===== src/rtl/nseq_pkg.sv =====
package nseq_pkg;

  typedef enum logic [3:0] {
    S_IDLE, S_CMD, S_ADDR, S_BUSY, S_TRR, S_RD_WAIT, S_RD_LO, S_RD_HI, S_FIN
  } nseq_st_t;

  localparam logic [7:0] OP_OPEN  = 8'h00;
  localparam logic [7:0] OP_READ  = 8'h30;
  localparam logic [7:0] OP_CNEXT = 8'h31;
  localparam logic [7:0] OP_CLAST = 8'h3F;

  function automatic int max2(input int a, input int b);
    return (a > b) ? a : b;
  endfunction

  // byte sent in address cycle idx: two zero column bytes, then row LSB first
  function automatic logic [7:0] addr_byte(input logic [31:0] row, input int unsigned idx);
    logic [31:0] sh;
    if (idx < 2) return 8'h00;
    sh = row >> (8 * (idx - 2));
    return sh[7:0];
  endfunction

  // command that requests the next page from cache
  function automatic logic [7:0] cache_op(input logic final_page);
    return final_page ? OP_CLAST : OP_CNEXT;
  endfunction

endpackage


===== src/rtl/nseq_sync.sv =====
module nseq_sync #(
  parameter int STAGES = 2
) (
  input  logic clk,
  input  logic rst_n,
  input  logic d,
  output logic q
);
  logic [STAGES-1:0] sh;

  always_ff @(posedge clk) begin
    if (!rst_n) sh <= '0;
    else        sh <= {sh[STAGES-2:0], d};
  end

  assign q = sh[STAGES-1];
endmodule


===== src/rtl/nseq_ostage.sv =====
module nseq_ostage #(
  parameter int W = 8
) (
  input  logic         clk,
  input  logic         rst_n,
  input  logic         load,
  input  logic [W-1:0] load_data,
  input  logic         load_last,
  input  logic         ready,
  output logic         valid,
  output logic [W-1:0] data,
  output logic         last,
  output logic         slot_free,
  output logic         fire
);
  always_ff @(posedge clk) begin
    if (!rst_n) begin
      valid <= 1'b0;
      data  <= '0;
      last  <= 1'b0;
    end else if (load) begin
      valid <= 1'b1;
      data  <= load_data;
      last  <= load_last;
    end else if (ready) begin
      valid <= 1'b0;
    end
  end

  assign slot_free = !valid || ready;
  assign fire      = valid && ready;
endmodule


===== src/rtl/nand_seq_reader.sv =====
module nand_seq_reader
  import nseq_pkg::*;
#(
  parameter int ROW_W       = 24,
  parameter int CNT_W       = 16,
  parameter int PAGE_BYTES  = 2048,
  parameter int WE_LO_CYC   = 2,
  parameter int WE_HI_CYC   = 2,
  parameter int RE_LO_CYC   = 2,
  parameter int RE_HI_CYC   = 1,
  parameter int TRR_CYC     = 4,
  parameter int TWB_CYC     = 4,
  parameter int SYNC_STAGES = 2
) (
  input  logic             clk,
  input  logic             rst_n,
  input  logic             start_i,
  input  logic [ROW_W-1:0] page_addr_i,
  input  logic [CNT_W-1:0] page_cnt_i,
  input  logic             seq_en_i,
  output logic             nand_cle_o,
  output logic             nand_ale_o,
  output logic             nand_we_n_o,
  output logic             nand_re_n_o,
  output logic [7:0]       nand_io_o,
  output logic             nand_io_oe_o,
  input  logic [7:0]       nand_io_i,
  input  logic             nand_rb_i,
  output logic [7:0]       dout_data_o,
  output logic             dout_valid_o,
  input  logic             dout_ready_i,
  output logic             done_o,
  output logic             busy_o
);
  localparam int ROW_BYTES = (ROW_W + 7) / 8;
  localparam int ADDR_CYC  = 2 + ROW_BYTES;
  localparam int AIDX_W    = $clog2(ADDR_CYC);
  localparam int BIDX_W    = $clog2(PAGE_BYTES);
  localparam int TMAX      = max2(max2(max2(WE_LO_CYC, WE_HI_CYC), max2(RE_LO_CYC, RE_HI_CYC)),
                                  max2(TRR_CYC, TWB_CYC));
  localparam int TMR_W     = $clog2(TMAX + 1);

  nseq_st_t          st;
  logic [TMR_W-1:0]  tmr;
  logic              ph;
  logic [7:0]        cur_op;
  logic [ROW_W-1:0]  row;
  logic [CNT_W-1:0]  rd_left;
  logic              seq_m;
  logic [AIDX_W-1:0] aidx;
  logic [BIDX_W-1:0] bidx;
  logic              done_r;

  // named internal events
  logic        rb_s, tmr_end, start_ok, strobe_end, byte_cap, page_end, cap_last;
  logic        slot_free, o_fire, o_last;
  logic        issue;
  logic [7:0]  issue_op;
  logic [31:0] row32;

  nseq_sync #(.STAGES(SYNC_STAGES)) u_sync (
    .clk(clk), .rst_n(rst_n), .d(nand_rb_i), .q(rb_s)
  );

  assign tmr_end    = (tmr == '0);
  assign start_ok   = start_i && (st == S_IDLE);
  assign strobe_end = ((st == S_CMD) || (st == S_ADDR)) && tmr_end && ph;
  assign byte_cap   = (st == S_RD_LO) && tmr_end;
  assign page_end   = (st == S_RD_HI) && tmr_end && (bidx == BIDX_W'(PAGE_BYTES - 1));
  assign cap_last   = (bidx == BIDX_W'(PAGE_BYTES - 1)) && (rd_left == CNT_W'(1));
  assign row32      = 32'(row);

  nseq_ostage #(.W(8)) u_out (
    .clk(clk), .rst_n(rst_n),
    .load(byte_cap), .load_data(nand_io_i), .load_last(cap_last),
    .ready(dout_ready_i),
    .valid(dout_valid_o), .data(dout_data_o), .last(o_last),
    .slot_free(slot_free), .fire(o_fire)
  );

  // command issue decision
  always_comb begin
    issue    = 1'b0;
    issue_op = OP_OPEN;
    unique case (st)
      S_IDLE: if (start_ok && (page_cnt_i != '0)) begin
        issue = 1'b1; issue_op = OP_OPEN;
      end
      S_ADDR: if (strobe_end && (aidx == AIDX_W'(ADDR_CYC - 1))) begin
        issue = 1'b1; issue_op = OP_READ;
      end
      S_BUSY: if (tmr_end && rb_s && (cur_op == OP_READ) && seq_m) begin
        issue = 1'b1; issue_op = cache_op(rd_left == CNT_W'(1));
      end
      S_RD_HI: if (page_end && (rd_left != CNT_W'(1))) begin
        issue    = 1'b1;
        issue_op = seq_m ? cache_op(rd_left == CNT_W'(2)) : OP_OPEN;
      end
      default: ;
    endcase
  end

  always_ff @(posedge clk) begin
    if (!rst_n) begin
      st           <= S_IDLE;
      tmr          <= '0;
      ph           <= 1'b0;
      cur_op       <= OP_OPEN;
      row          <= '0;
      rd_left      <= '0;
      seq_m        <= 1'b0;
      aidx         <= '0;
      bidx         <= '0;
      done_r       <= 1'b0;
      nand_cle_o   <= 1'b0;
      nand_ale_o   <= 1'b0;
      nand_we_n_o  <= 1'b1;
      nand_re_n_o  <= 1'b1;
      nand_io_o    <= 8'h00;
      nand_io_oe_o <= 1'b0;
    end else begin
      done_r <= (o_fire && o_last) || (start_ok && (page_cnt_i == '0));
      if (start_ok) begin
        row     <= page_addr_i;
        rd_left <= page_cnt_i;
        seq_m   <= seq_en_i && (page_cnt_i > CNT_W'(1));
      end
      if (page_end) begin
        rd_left <= rd_left - CNT_W'(1);
        if (!seq_m) row <= row + ROW_W'(1);
      end
      if (issue) begin
        st           <= S_CMD;
        cur_op       <= issue_op;
        nand_cle_o   <= 1'b1;
        nand_ale_o   <= 1'b0;
        nand_io_o    <= issue_op;
        nand_io_oe_o <= 1'b1;
        nand_we_n_o  <= 1'b0;
        ph           <= 1'b0;
        tmr          <= TMR_W'(WE_LO_CYC - 1);
      end else begin
        unique case (st)
          S_IDLE: ;
          S_CMD, S_ADDR: begin
            if (!tmr_end) tmr <= tmr - TMR_W'(1);
            else if (!ph) begin
              nand_we_n_o <= 1'b1;
              ph          <= 1'b1;
              tmr         <= TMR_W'(WE_HI_CYC - 1);
            end else if (st == S_CMD) begin
              nand_cle_o <= 1'b0;
              if (cur_op == OP_OPEN) begin
                st          <= S_ADDR;
                nand_ale_o  <= 1'b1;
                nand_io_o   <= addr_byte(row32, 0);
                nand_we_n_o <= 1'b0;
                ph          <= 1'b0;
                aidx        <= '0;
                tmr         <= TMR_W'(WE_LO_CYC - 1);
              end else begin
                st           <= S_BUSY;
                nand_io_oe_o <= 1'b0;
                tmr          <= TMR_W'(TWB_CYC - 1);
              end
            end else begin
              aidx        <= aidx + AIDX_W'(1);
              nand_io_o   <= addr_byte(row32, int'(aidx) + 1);
              nand_we_n_o <= 1'b0;
              ph          <= 1'b0;
              tmr         <= TMR_W'(WE_LO_CYC - 1);
            end
          end
          S_BUSY: begin
            if (!tmr_end) tmr <= tmr - TMR_W'(1);
            else if (rb_s) begin
              st  <= S_TRR;
              tmr <= TMR_W'(TRR_CYC - 1);
            end
          end
          S_TRR: begin
            if (!tmr_end) tmr <= tmr - TMR_W'(1);
            else begin
              st   <= S_RD_WAIT;
              bidx <= '0;
            end
          end
          S_RD_WAIT: if (slot_free) begin
            nand_re_n_o <= 1'b0;
            st          <= S_RD_LO;
            tmr         <= TMR_W'(RE_LO_CYC - 1);
          end
          S_RD_LO: begin
            if (!tmr_end) tmr <= tmr - TMR_W'(1);
            else begin
              nand_re_n_o <= 1'b1;
              st          <= S_RD_HI;
              tmr         <= TMR_W'(RE_HI_CYC - 1);
            end
          end
          S_RD_HI: begin
            if (!tmr_end) tmr <= tmr - TMR_W'(1);
            else if (page_end) st <= S_FIN;
            else begin
              bidx <= bidx + BIDX_W'(1);
              st   <= S_RD_WAIT;
            end
          end
          S_FIN: if (slot_free) st <= S_IDLE;
          default: st <= S_IDLE;
        endcase
      end
    end
  end

  assign done_o = done_r;
  assign busy_o = (st != S_IDLE);

endmodule


===== config.mk =====
export PLATFORM = sky130hd
export DESIGN_NAME = nand_seq_reader
export DESIGN_NICKNAME = d
export VERILOG_FILES = /design/src/rtl/nseq_pkg.sv /design/src/rtl/nseq_sync.sv /design/src/rtl/nseq_ostage.sv /design/src/rtl/nand_seq_reader.sv
export SDC_FILE = /design/constraint.sdc
export NUM_CORES = 1
export LEC_CHECK = 0
export ABC_AREA = 1
export BUFFER_PORTS_ARGS = -buffer_cell sky130_fd_sc_hd__buf_2
export CORE_MARGIN = 4
export CORE_UTILIZATION = 59
export DETAILED_ROUTE_END_ITERATION = 10
export PLACE_DENSITY = 0.81
export SYNTH_ARGS = -nofsm -noshare
export SYNTH_HDL_FRONTEND = slang
export SYNTH_HIERARCHICAL = 1
export SYNTH_SLANG_ARGS = --single-unit

===== constraint.sdc =====
create_clock -name clk -period 3.4 [get_ports clk]
set_clock_uncertainty 0.1 [all_clocks]
set_input_delay 0.51 -clock clk [delete_from_list [all_inputs] [get_ports clk]]
set_output_delay 0.51 -clock clk [all_outputs]
set_load 0.02 [all_outputs]

# Word-level counts from Yosys, hierarchy flattened

Cells that the tools add are included.

Register bits after elaboration: 97
Bits of input ports: 54
Output and inout port bits: 24
Logic and storage cells: 220

Add/sub/neg operators: 7
Magnitude comparators: 2
Eq/ne operators: 44
Shift operators: 1
Multiplexer cells: 88
Bitwise operators: 3
Reductions and logical operators: 53

Operators by type and width:

| operator                | count |
|---|---|
| $mux W24                | 3 |
| $mux W8                 | 8 |
| $mux W4                 | 13 |
| $mux W1                 | 38 |
| $mux W11                | 3 |
| $mux W16                | 2 |
| $pmux W4 S8             | 1 |
| $shr A24 B32 Y8         | 1 |
| $mux W3                 | 10 |
| $ne A3 B3 Y1 const B    | 9 |
| $ne A2 B2 Y1 const B    | 13 |
| $add A24 B1 Y24 const B | 1 |
| $mux W6                 | 4 |
| $pmux W11 S2            | 1 |
| $reduce_and A11 Y1      | 2 |
| $reduce_and A4 Y1       | 5 |
| $reduce_and A5 Y1       | 4 |
| $pmux W6 S3             | 1 |
| $logic_and A1 B1 Y1     | 17 |
| $eq A16 B1 Y1 const B   | 1 |
| $eq A16 B2 Y1 const B   | 1 |
| $eq A4 B3 Y1 const B    | 4 |
| $gt A16 B1 Y1 const B   | 1 |
| $logic_not A16 Y1       | 1 |
| 35 further kinds        | 54 |

# Longest topological paths before layout

Gate-level depths: netlist of the first run.

Word-level depth: 15
Depth in mapped cells: 15
Gate-level depth less buffers: 15

# Cells and area by module

The synthesis of the first run kept the hierarchy.

By module, submodules not included:

| module          | instances | cells each | area an instance (µm²) | sequential area each (µm²) |
|---|---|---|---|---|
| nand_seq_reader | 1         | 869        | 5,410.2                | 1,601.5 |
| nseq_ostage     | 1         | 45         | 354.1                  | 200.2 |
| nseq_sync       | 1         | 6          | 55.1                   | 40.0 |

# Least setup slack after synthesis of the first run

OpenSTA, ideal clock, no wires.

Path kind: flip-flop to flip-flop
Start: register aidx[0]
End: register nand_io_o[4]
Setup time: 0.064 ns
Arrival: 2.424 ns
Required time: 3.236 ns
Setup slack: 0.811 ns
Cell stages (with the launch flop): 15
Path buffers: 3
Clock period less this slack: 2.589 ns
Cells stage by stage: dfxtp_1 buf_2 clkbuf_1 inv_1 ha_1 inv_1 clkbuf_1 ha_1 ha_1 nand4_1 nor2_1 nand2_1 nor2_1 nor2_1 nor2_1

Cells in the longest elaborated chain, start to end: 15
Elaborated cells on any way between the ends: 28
Classes of those cells: 2 x add/sub; 1 x order compare; 2 x eq/ne; 1 x shift; 17 x mux; 5 x reduce/logical

Ends and longest elaborated chain:

| what                   | RTL line               | source |
|---|---|---|
| start, declared        | nand_seq_reader.sv:50  | `logic [AIDX_W-1:0] aidx;` |
| start signal, assigned | nand_seq_reader.sv:167 | `aidx <= aidx + AIDX_W'(1);` |
| $add A3 B1 Y4          | nand_seq_reader.sv:168 | `nand_io_o <= addr_byte(row32, int'(aidx) + 1);` |
| $lt A4 B2 Y1           | nseq_pkg.sv:19         | `if (idx < 2) return 8'h00;` |
| $mux W1                | nseq_pkg.sv:19         |  |
| $mux W1                | nand_seq_reader.sv:151 | `end else if (st == S_CMD) begin` |
| $mux W1                | nand_seq_reader.sv:147 | `else if (!ph) begin` |
| $mux W1                | nand_seq_reader.sv:146 | `if (!tmr_end) tmr <= tmr - TMR_W'(1);` |
| $mux W1                | nand_seq_reader.sv:143 | `unique case (st)` |
| $mux W1                | nand_seq_reader.sv:132 | `if (issue) begin` |
| $mux W1                | nand_seq_reader.sv:104 | `if (!rst_n) begin` |
| $mux W8                | nseq_pkg.sv:20         | `sh = row >> (8 * (idx - 2));` |
| $mux W8                | nand_seq_reader.sv:151 |  |
| $mux W8                | nand_seq_reader.sv:147 |  |
| $mux W8                | nand_seq_reader.sv:146 |  |
| $mux W8                | nand_seq_reader.sv:143 |  |
| $mux W8                | nand_seq_reader.sv:132 |  |
| end signal, assigned   | nand_seq_reader.sv:137 | `nand_io_o <= issue_op;` |
| end signal, assigned   | nand_seq_reader.sv:156 | `nand_io_o <= addr_byte(row32, 0);` |
| end signal, assigned   | nand_seq_reader.sv:168 |  |
| end, declared          | nand_seq_reader.sv:25  | `output logic [7:0] nand_io_o,` |

Parallel ways exist; a longest one is shown, timed or not. The select of a mux whose other input is x is not followed.
A chain may end at the register's enable or synchronous reset.

# Final worst setup path of the first run

Start: register tmr[0]
End: register row[23]

Cells in the longest elaborated chain, start to end: 4

Ends and longest elaborated chain:

| what                              | RTL line               | source |
|---|---|---|
| start, declared                   | nand_seq_reader.sv:44  | `logic [TMR_W-1:0] tmr;` |
| start signal, assigned            | nand_seq_reader.sv:141 | `tmr <= TMR_W'(WE_LO_CYC - 1);` |
| start signal, assigned            | nand_seq_reader.sv:146 |  |
| start signal, assigned            | nand_seq_reader.sv:150 | `tmr <= TMR_W'(WE_HI_CYC - 1);` |
| $logic_not A3 Y1                  | nand_seq_reader.sv:65  | `assign tmr_end = (tmr == '0);` |
| $logic_and A1 B1 Y1 (2 in series) | nand_seq_reader.sv:69  | `assign page_end = (st == S_RD_HI) && tmr_end && (bidx == BIDX_W'(PAGE_BYTES - 1));` |
| $mux W24                          | nand_seq_reader.sv:128 | `if (page_end) begin` |
| end signal, assigned              | nand_seq_reader.sv:124 | `row <= page_addr_i;` |
| end signal, assigned              | nand_seq_reader.sv:130 | `if (!seq_m) row <= row + ROW_W'(1);` |
| end, declared                     | nand_seq_reader.sv:47  | `logic [ROW_W-1:0] row;` |

No other way between the ends.

==> results of run 1 <==
## cell type report
| class | count | area (µm²) |
|---|---|---|
| clock buffer | 11 | 141 |
| tap | 129 | 161 |
| multi-input combinational | 685 | 3380 |
| fill | 915 | 2950 |
| timing repair buffer | 82 | 435 |
| sequential | 92 | 1840 |
| clock inverter | 5 | 60.1 |
| inverter | 116 | 439 |
## worst register-to-register path, stage by stage (launching register included)
cell and delay (ns):
dfxtp_1 0.32, inv_1 0.09, ha_1 0.19, ha_1 0.45, nand4_4 0.30, inv_2 0.25, nand2_1 0.32, clkinv_2 0.31
o21ai_0 0.12, a31oi_1 0.17
## power groups by stage
stage / sequential [mW] / combinational, mW / clock, mW
finish: 1.20 / 0.562 / 0.773
floorplan: 1.22 / 0.401 / 0
detailed placement: 1.22 / 0.551 / 0
global route: 1.20 / 0.637 / 0.816
CTS: 1.19 / 0.556 / 0.781
global placement: 1.22 / 0.547 / 0
## logic make-up after synthesis
logic type	Yosys count
buf+inv	143
fa+ha+maj	12
compound gates	184
simple gates	468
flops	92
xor+xnor	21
## sequential cells by signal, summed over array words and instances (netlist names)
| name | flops |
|---|---|
| tmr | 3 |
| rd_left | 16 |
| u_sync/sh | 2 |
| u_out/data | 8 |
| bidx | 11 |
| aidx | 3 |
| u_out/last | 1 |
| st | 4 |
| u_out/valid | 1 |
| seq_m | 1 |
| cur_op | 3 |
| nand_we_n_o | 1 |
| done_o | 1 |
| nand_ale_o | 1 |
| ph | 1 |
| nand_cle_o | 1 |
| nand_re_n_o | 1 |
| nand_io_oe_o | 1 |
| row | 24 |
| nand_io_o | 8 |
## cells in the mapped netlist (4+ instances only)
master and instances:
buf_6 4, o211ai_1 5, buf_2 5, xor2_1 14
o21ai_0 97, nor3_1 17, nand2_2 7, inv_2 4
nor2_2 7, a21oi_1 64, clkbuf_1 13, nand3_1 49
nand4_1 22, xnor2_1 7, buf_4 5, ha_1 12
inv_1 110, nand2_1 217, a31oi_1 10, dfxtp_1 92
nor2_1 127
## final timing paths
kind	startpoint	to	slack, ns
hold / removal	nand_rb_i	u_sync/sh[0]	0.23
setup / recovery	tmr[0]	row[23]	0.74
hold reg to reg	u_sync/sh[0]	u_sync/sh[1]	0.31
setup reg to reg	tmr[0]	row[23]	0.74
## metal layers
metal  wire (µm)  vias to the layer above  global-route usage (%)
li1            -                     3124                       -
met1        7040                     2746                    38.8
met2        6750                      230                    41.8
met3        1250                       21                    3.36
met4         271                        0                    8.04
met5           0                        -                       0
## layout by cell type (no fill, tap or decap), drive strengths merged
cell / synthesis / routed
a211oi: 1 / 1
a21oi: 64 / 64
a22oi: 1 / 1
a31oi: 10 / 10
and3: 1 / 1
buf: 14 / 82
bufinv: 0 / 1
clkbuf: 13 / 11
clkinv: 1 / 3
clkinvlp: 0 / 1
dfxtp: 92 / 92
ha: 12 / 12
inv: 115 / 116
nand2: 227 / 227
nand3: 51 / 51
nand3b: 2 / 2
nand4: 23 / 23
nor2: 138 / 138
nor3: 18 / 18
nor3b: 2 / 2
nor4: 3 / 3
o211ai: 5 / 5
o21ai: 100 / 100
o221ai: 1 / 1
o22ai: 2 / 2
or2: 3 / 3
xnor2: 7 / 7
xor2: 14 / 14
## through the flow
step                cell area [µm²]  util [%]  hold WS (ns)  std cells
floorplan                      5820         -         0.290        920
global placement               6260      66.5         0.296       1104
detailed placement             6260      66.5         0.298       1104
CTS                            6460      68.6         0.215       1120
global route                   6460      68.6         0.241       1120
finish                         6460      68.6         0.229       1120
==> flow_metrics.py, run 1 <==
metrics = {
    "run_status": {
        "status": "complete, no violations",
    },
    "worst_hold_path": {
        "worstHoldPathType": "in2reg",
        "holdPathStages": 3,
    },
    "synth": {
        "synthXorXnorAreaFrac_pct": 3.16,
        "post_synth_fa_ha_maj_area_fraction_pct": 2.58,
        "syn_avg_cell_area_um2": 6.33,
        "synth_edf_count": 0,
        "ys_seq_area_share_pct": 31.6,
        "async_reset_ff_share_pct": 0,
        "synthTopCellsByArea": "dfxtp_1 (32%), nand2_1 (14%), o21ai_0 (8.3%)",
        "synth-compound-area-share_pct": 16.4,
        "ys_ff_latch": 92,
        "synth_area_um2": 5820,
        "synthSimpleGateAreaFrac_pct": 35.9,
        "ys_types": 40,
        "synth-warning-count": 6,
        "synth_top_area_share_pct": 31.6,
        "synth_cells": 920,
        "synthMuxAreaShare_pct": 0,
        "synth_top_family_by_area": "simple AND/OR/NAND/NOR gates",
        "syn-num-nets": 986,
        "ys.flop_type": "dfxtp_1",
        "synth.largest_area_cell": "dfxtp_1",
    },
    "clocking": {
        "cts_sinks": 92,
        "cts_tree": "built",
        "clkSlewWorstSetupHoldPaths_ns": 0.10,
        "cts-root-buf": "clkbuf_8",
        "cts_hold_buf": 0,
        "cts_buffers": 9,
        "htreeDepth": 3,
        "post_cts_buffers": 0,
        "postCtsResizedCells": 0,
        "clock_latency_ns": 0.37,
        "clockBufferDepth": 2,
    },
    "die": {
        "dieArea_um2": 11500,
        "start_util_pct": 61.8,
        "num_rows": 35,
        "die_h_um": 107,
        "coreArea_um2": 9420,
        "die_w_um": 107,
        "pin_count": 78,
    },
    "global_route": {
        "grt_max_degree": 49,
        "grt_usage_pct": 26.9,
        "antenna_found_initial": 0,
        "grt_pass1_wl_mm": 25.4,
        "grt-ovfl-total": 0,
        "grt_pass1_vias": 5410,
    },
    "power_and_ir_drop": {
        "leakagePower_nw": 2.90,
        "p_int_mw": 1.70,
        "total_power_mw": 2.53,
        "p_clk_share_pct": 30.5,
        "peakVddDrop_uv": 247,
        "p_seq_share_pct": 47.2,
        "switching_power_uw": 835,
        "power.density_nw_per_um2": 392,
        "power_frac_comb_pct": 22.2,
        "p_sw_share_pct": 33.0,
    },
    "drt": {
        "wl_per_cell_um": 13.7,
        "routed_wl_mm": 15.3,
        "via_per_inst": 5.47,
        "drt_iter0_drc": 378,
        "firstDrtPassIters": 5,
        "postRouteAntennaNets": 0,
        "post-route-drc-count": 0,
        "vias": 6121,
    },
    "setup_path": {
        "cp-start-kind": "flop",
        "critical_path_depth": 9,
        "path_max_fanout": 18,
        "critPathCaptureType": "flop",
        "critPathMostFrequentCell": "ha_1",
        "critPathMaxStageDelay_ns": 0.45,
        "critPathTopFamily": "adder cells",
        "cp.arrival_ns": 2.86,
        "crit_buf_inv": 3,
        "crit_type": "reg2reg",
        "cp.required_ns": 3.60,
        "reg2reg_depth": 9,
        "path_cells": "inv_1 > ha_1 > ha_1 > nand4_4 > inv_2 > nand2_1 > clkinv_2 > o21ai_0 > a31oi_1",
        "slowest_stage": "ha_1",
    },
    "timing": {
        "hold_viol": 0,
        "layout_setup_ws_ns": 0.741,
        "slew_viol_final": 0,
        "max_freq_mhz": 376,
        "period_minus_slack_ns": 2.66,
        "max_slew.worst_pin.slew_ns": 1.02,
        "setup_viol_count_final": 0,
        "final.period_utilization_pct": 78.2,
        "rsz0062_at_grt": "no",
        "timing.slew.headroom_pct": 32.2,
        "tns_ns": 0,
    },
    "placement": {
        "place.gp.congestion": 0.919,
        "hpwl_mm": 11.4,
        "dp_slack_ns": 0.775,
        "io_buffer_count": 77,
    },
    "final_layout": {
        "layout.nets": 1052,
        "syn_to_final_growth_pct": 11.0,
        "drive_gt1_share_pct": 13.2,
        "antenna_cells": 0,
    },
    "flow_run": {
        "cap_violations": 0,
    },
}
(Power assumes the default switching activity.)
==> inputs of run 2 (changes only) <==
==> constraint.sdc (replaced) <==
create_clock -name clk -period 2.6 [get_ports clk]
set_clock_uncertainty 0.1 [all_clocks]
set_input_delay 0.39 -clock clk [delete_from_list [all_inputs] [get_ports clk]]
set_output_delay 0.39 -clock clk [all_outputs]
set_load 0.02 [all_outputs]
==> flow_metrics.py, run 2 (synthesized netlist as in run 1, its figures left out) <==
metrics = {
    "placement": {
        "placed_cell_area_um2": 6310,
        "place.gp.congestion": 0.968,
        "hpwl_mm": 11.6,
        "io_buffer_count": 77,
    },
    "clocking": {
        "cts_buffers": 9,
        "clock_latency_ns": 0.37,
        "cts_sinks": 92,
        "htreeDepth": 3,
        "cts_hold_buf": 0,
        "cts_tree": "built",
        "clkSlewWorstSetupHoldPaths_ns": 0.10,
        "post_cts_buffers": 0,
        "postCtsResizedCells": 0,
        "cts-root-buf": "clkbuf_8",
        "clockBufferDepth": 2,
    },
    "global_route": {
        "antenna_found_initial": 0,
        "grt_pass1_wl_mm": 25.6,
        "grt-ovfl-total": 0,
        "grt_max_degree": 49,
        "grt_usage_pct": 27.1,
        "grt_pass1_vias": 5503,
    },
    "drt": {
        "wl_per_cell_um": 13.5,
        "routed_wl_mm": 15.3,
        "firstDrtPassIters": 5,
        "postRouteAntennaNets": 0,
        "vias": 6138,
        "via_per_inst": 5.44,
        "post-route-drc-count": 0,
        "drt_iter0_drc": 421,
    },
    "timing": {
        "period_minus_slack_ns": 2.39,
        "max_freq_mhz": 419,
        "rsz0062_at_grt": "no",
        "hold_viol": 0,
        "slew_viol_final": 0,
        "max_slew.worst_pin.slew_ns": 0.510,
        "setup_viol_count_final": 0,
        "timing.slew.headroom_pct": 66.0,
        "tns_ns": 0,
        "final.period_utilization_pct": 91.8,
    },
    "setup_path": {
        "path_max_fanout": 18,
        "critPathCaptureType": "flop",
        "cp-start-kind": "flop",
        "crit_type": "reg2reg",
        "cp.arrival_ns": 2.57,
        "cp.required_ns": 2.79,
    },
    "final_layout": {
        "multiInputGateArea_um2": 3380,
        "n_fill_cell": 860,
        "drive_gt1_share_pct": 14.1,
        "final_common_cell": "nand2_1",
        "final_cell_mix": "nand2_1 (217), nor2_1 (127), inv_1 (110)",
        "regMostFlops": "row",
        "fin_util_pct": 69.0,
        "layout.nets": 1061,
        "largest_register_ffs": 24,
        "antenna_cells": 0,
        "design_area_um2": 6500,
        "top_regs": "row (24), rd_left (16), bidx (11)",
        "seqCellArea_um2": 1840,
        "syn_to_final_growth_pct": 11.7,
    },
    "power_and_ir_drop": {
        "total_power_mw": 3.23,
        "peakVddDrop_uv": 293,
        "power.density_nw_per_um2": 497,
        "leakagePower_nw": 2.93,
    },
    "flow_run": {
        "cap_violations": 0,
    },
    "die": {
        "die_h_um": 107,
        "dieArea_um2": 11500,
        "num_rows": 35,
        "pin_count": 78,
        "die_w_um": 107,
        "start_util_pct": 61.8,
        "coreArea_um2": 9420,
    },
    "worst_hold_path": {
        "worstHoldPathType": "in2reg",
    },
    "run_status": {
        "status": "complete, no violations",
    },
}
==> run 2: final cells by class <==
class                   count  area share, %
repair buffers             91           7.55
clock inverters             6          0.712
clock buffers              10           2.12
inverters                 116           6.76
multi-input cells         685           52.0
well taps                 129           2.48
flip-flops and latches     92           28.3
==> run 2: worst paths after layout <==
check,start,end,slack [ns],cells past startpoint
max,tmr[0],ph,0.21,12
max reg2reg,tmr[0],ph,0.21,12
min reg2reg,u_sync/sh[0],u_sync/sh[1],0.32,2
min,nand_rb_i,u_sync/sh[0],0.09,3
==> run 2: critical path, stage by stage, from the launching register on <==
cell      delay (ns)
dfxtp_1         0.35
inv_1           0.07
ha_1            0.21
ha_1            0.26
nand2_1         0.16
inv_1           0.11
nand3_1         0.09
nor2_1          0.06
nor2_1          0.14
nand2_2         0.12
nor2_8          0.25
nand2_2         0.18
a211oi_1        0.21
==> run 2: power breakdown <==
part	internal [mW]	switching, mW	leakage (nW)
sequential	1.49	0.0758	0.751
clock	0.381	0.554	0.0893
combinational	0.256	0.475	2.09
total	2.13	1.11	2.93
==> run 2: per-stage QoR <==
stage / instances / worst slack, ns / hold WS [ns]
global placement: 1113 / 0.363 / 0.299
global route: 1129 / 0.0106 / 0.122
detailed placement: 1113 / 0.255 / 0.301
finish: 1129 / 0.213 / 0.0949
floorplan: 920 / 0.0114 / 0.290
CTS: 1129 / 0.215 / 0.0916
==> run 2: layer usage <==
metal | share of wire, % | GRT usage, % | vias to the layer above
li1 | - | - | 3137
met1 | 46 | 37.4 | 2788
met2 | 46 | 44.4 | 188
met3 | 5.9 | 3.90 | 25
met4 | 1.5 | 7.49 | 0
met5 | 0 | 0 | -
==> inputs of run 3 (changes only) <==
--- a/config.mk
+++ b/config.mk
@@ -11,6 +11,7 @@
 export CORE_UTILIZATION = 59
 export DETAILED_ROUTE_END_ITERATION = 10
 export PLACE_DENSITY = 0.81
+export RECOVER_POWER = 50
 export SYNTH_ARGS = -nofsm -noshare
 export SYNTH_HDL_FRONTEND = slang
 export SYNTH_HIERARCHICAL = 1
==> flow_metrics.py, run 3 (synthesized netlist as in run 1, its figures left out) <==
metrics = {
    "worst_hold_path": {
        "worstHoldPathType": "in2reg",
    },
    "setup_path": {
        "cp.required_ns": 2.79,
        "critPathCaptureType": "flop",
        "crit_type": "reg2reg",
        "cp.arrival_ns": 2.57,
        "cp-start-kind": "flop",
        "path_max_fanout": 18,
    },
    "clocking": {
        "clkSlewWorstSetupHoldPaths_ns": 0.10,
        "cts_buffers": 9,
        "clock_latency_ns": 0.37,
        "cts_sinks": 92,
        "htreeDepth": 3,
        "cts_hold_buf": 0,
        "clockBufferDepth": 2,
        "cts-root-buf": "clkbuf_8",
        "cts_tree": "built",
    },
    "timing": {
        "tns_ns": 0,
        "rsz0062_at_grt": "no",
        "setup_viol_count_final": 0,
        "slew_viol_final": 0,
        "max_freq_mhz": 420,
        "period_minus_slack_ns": 2.38,
        "max_slew.worst_pin.slew_ns": 0.516,
        "timing.slew.headroom_pct": 65.6,
        "final.period_utilization_pct": 91.7,
        "hold_viol": 0,
    },
    "final_layout": {
        "layout.nets": 1061,
        "multiInputGateArea_um2": 3380,
        "syn_to_final_growth_pct": 11.1,
        "drive_gt1_share_pct": 11.4,
        "regMostFlops": "row",
        "largest_register_ffs": 24,
        "fin_util_pct": 68.6,
        "n_fill_cell": 871,
        "seqCellArea_um2": 1840,
        "final_cell_mix": "nand2_1 (217), nor2_1 (128), inv_1 (111)",
        "top_regs": "row (24), rd_left (16), bidx (11)",
        "antenna_cells": 0,
        "final_common_cell": "nand2_1",
    },
    "drt": {
        "routed_wl_mm": 15.2,
        "vias": 6115,
        "wl_per_cell_um": 13.5,
        "drt_iter0_drc": 417,
        "firstDrtPassIters": 7,
        "via_per_inst": 5.42,
        "postRouteAntennaNets": 0,
        "post-route-drc-count": 0,
    },
    "power_and_ir_drop": {
        "power.density_nw_per_um2": 499,
        "total_power_mw": 3.22,
        "leakagePower_nw": 2.83,
        "peakVddDrop_uv": 291,
    },
    "placement": {
        "hpwl_mm": 11.6,
        "place.gp.congestion": 0.968,
        "io_buffer_count": 77,
    },
    "die": {
        "pin_count": 78,
        "coreArea_um2": 9420,
        "die_w_um": 107,
        "start_util_pct": 61.8,
        "num_rows": 35,
        "die_h_um": 107,
        "dieArea_um2": 11500,
    },
    "run_status": {
        "status": "complete, no violations",
    },
    "global_route": {
        "grt_pass1_vias": 5503,
        "grt-ovfl-total": 0,
        "antenna_found_initial": 0,
        "grt_max_degree": 49,
        "grt_pass1_wl_mm": 25.6,
        "grt_usage_pct": 27.1,
    },
    "flow_run": {
        "cap_violations": 0,
    },
}
-- run 3: power by group --
group	total (mW)	internal, mW	switching [mW]
registers	1.57	1.49	0.0752
clock network	0.932	0.381	0.551
logic	0.725	0.251	0.474
-- run 3: worst max-delay path, cell delays in order, from the launching register on --
cell,delay (ns)
dfxtp_1,0.35
inv_1,0.07
ha_1,0.21
ha_1,0.26
nand2_1,0.16
inv_1,0.11
nand3_1,0.09
nor2_1,0.06
nor2_1,0.14
nand2_2,0.12
nor2_8,0.25
nand2_2,0.18
a211oi_1,0.21
-- run 3: area by class of cell --
| type | instances | area share (%) |
|---|---|---|
| sequential | 92 | 28.5 |
| multi-input combinational | 685 | 52.3 |
| tap | 129 | 2.50 |
| timing repair buffer | 91 | 7.07 |
| inverter | 116 | 6.80 |
| clock inverter | 6 | 0.716 |
| clock buffer | 10 | 2.13 |
-- run 3: path summary, 6_finish.rpt --
check                    start      endpoint  slack [ns]  cells after the start
hold / removal       nand_rb_i  u_sync/sh[0]        0.09                      3
setup reg to reg        tmr[0]            ph        0.22                     12
hold reg to reg   u_sync/sh[0]  u_sync/sh[1]        0.32                      2
setup / recovery        tmr[0]            ph        0.22                     12
-- run 3: per-layer routing --
metal | vias up | wire, µm | track usage (%)
met5 | - | 0 | 0
met4 | 0 | 230 | 7.49
met3 | 27 | 983 | 3.90
met2 | 195 | 7010 | 44.4
met1 | 2754 | 6970 | 37.4
li1 | 3139 | - | -
-- run 3: timing repair --
action,in CTS,in global routing
setup buffers,0,0
setup endpoints to repair,0,3
gates resized for setup,0,0
-- run 3: per-stage QoR --
| stage | cell area (µm²) | hold slack (ns) | setup WS [ns] | std cells |
|---|---|---|---|---|
| 3_5_place_dp | 6310 | 0.301 | 0.255 | 1113 |
| 5_1_grt | 6460 | 0.122 | 0.00897 | 1129 |
| 6_report | 6460 | 0.0942 | 0.217 | 1129 |
| 4_1_cts | 6500 | 0.0916 | 0.215 | 1129 |
| 3_3_place_gp | 6310 | 0.299 | 0.363 | 1113 |
| 2_1_floorplan | 5820 | 0.290 | 0.0114 | 920 |
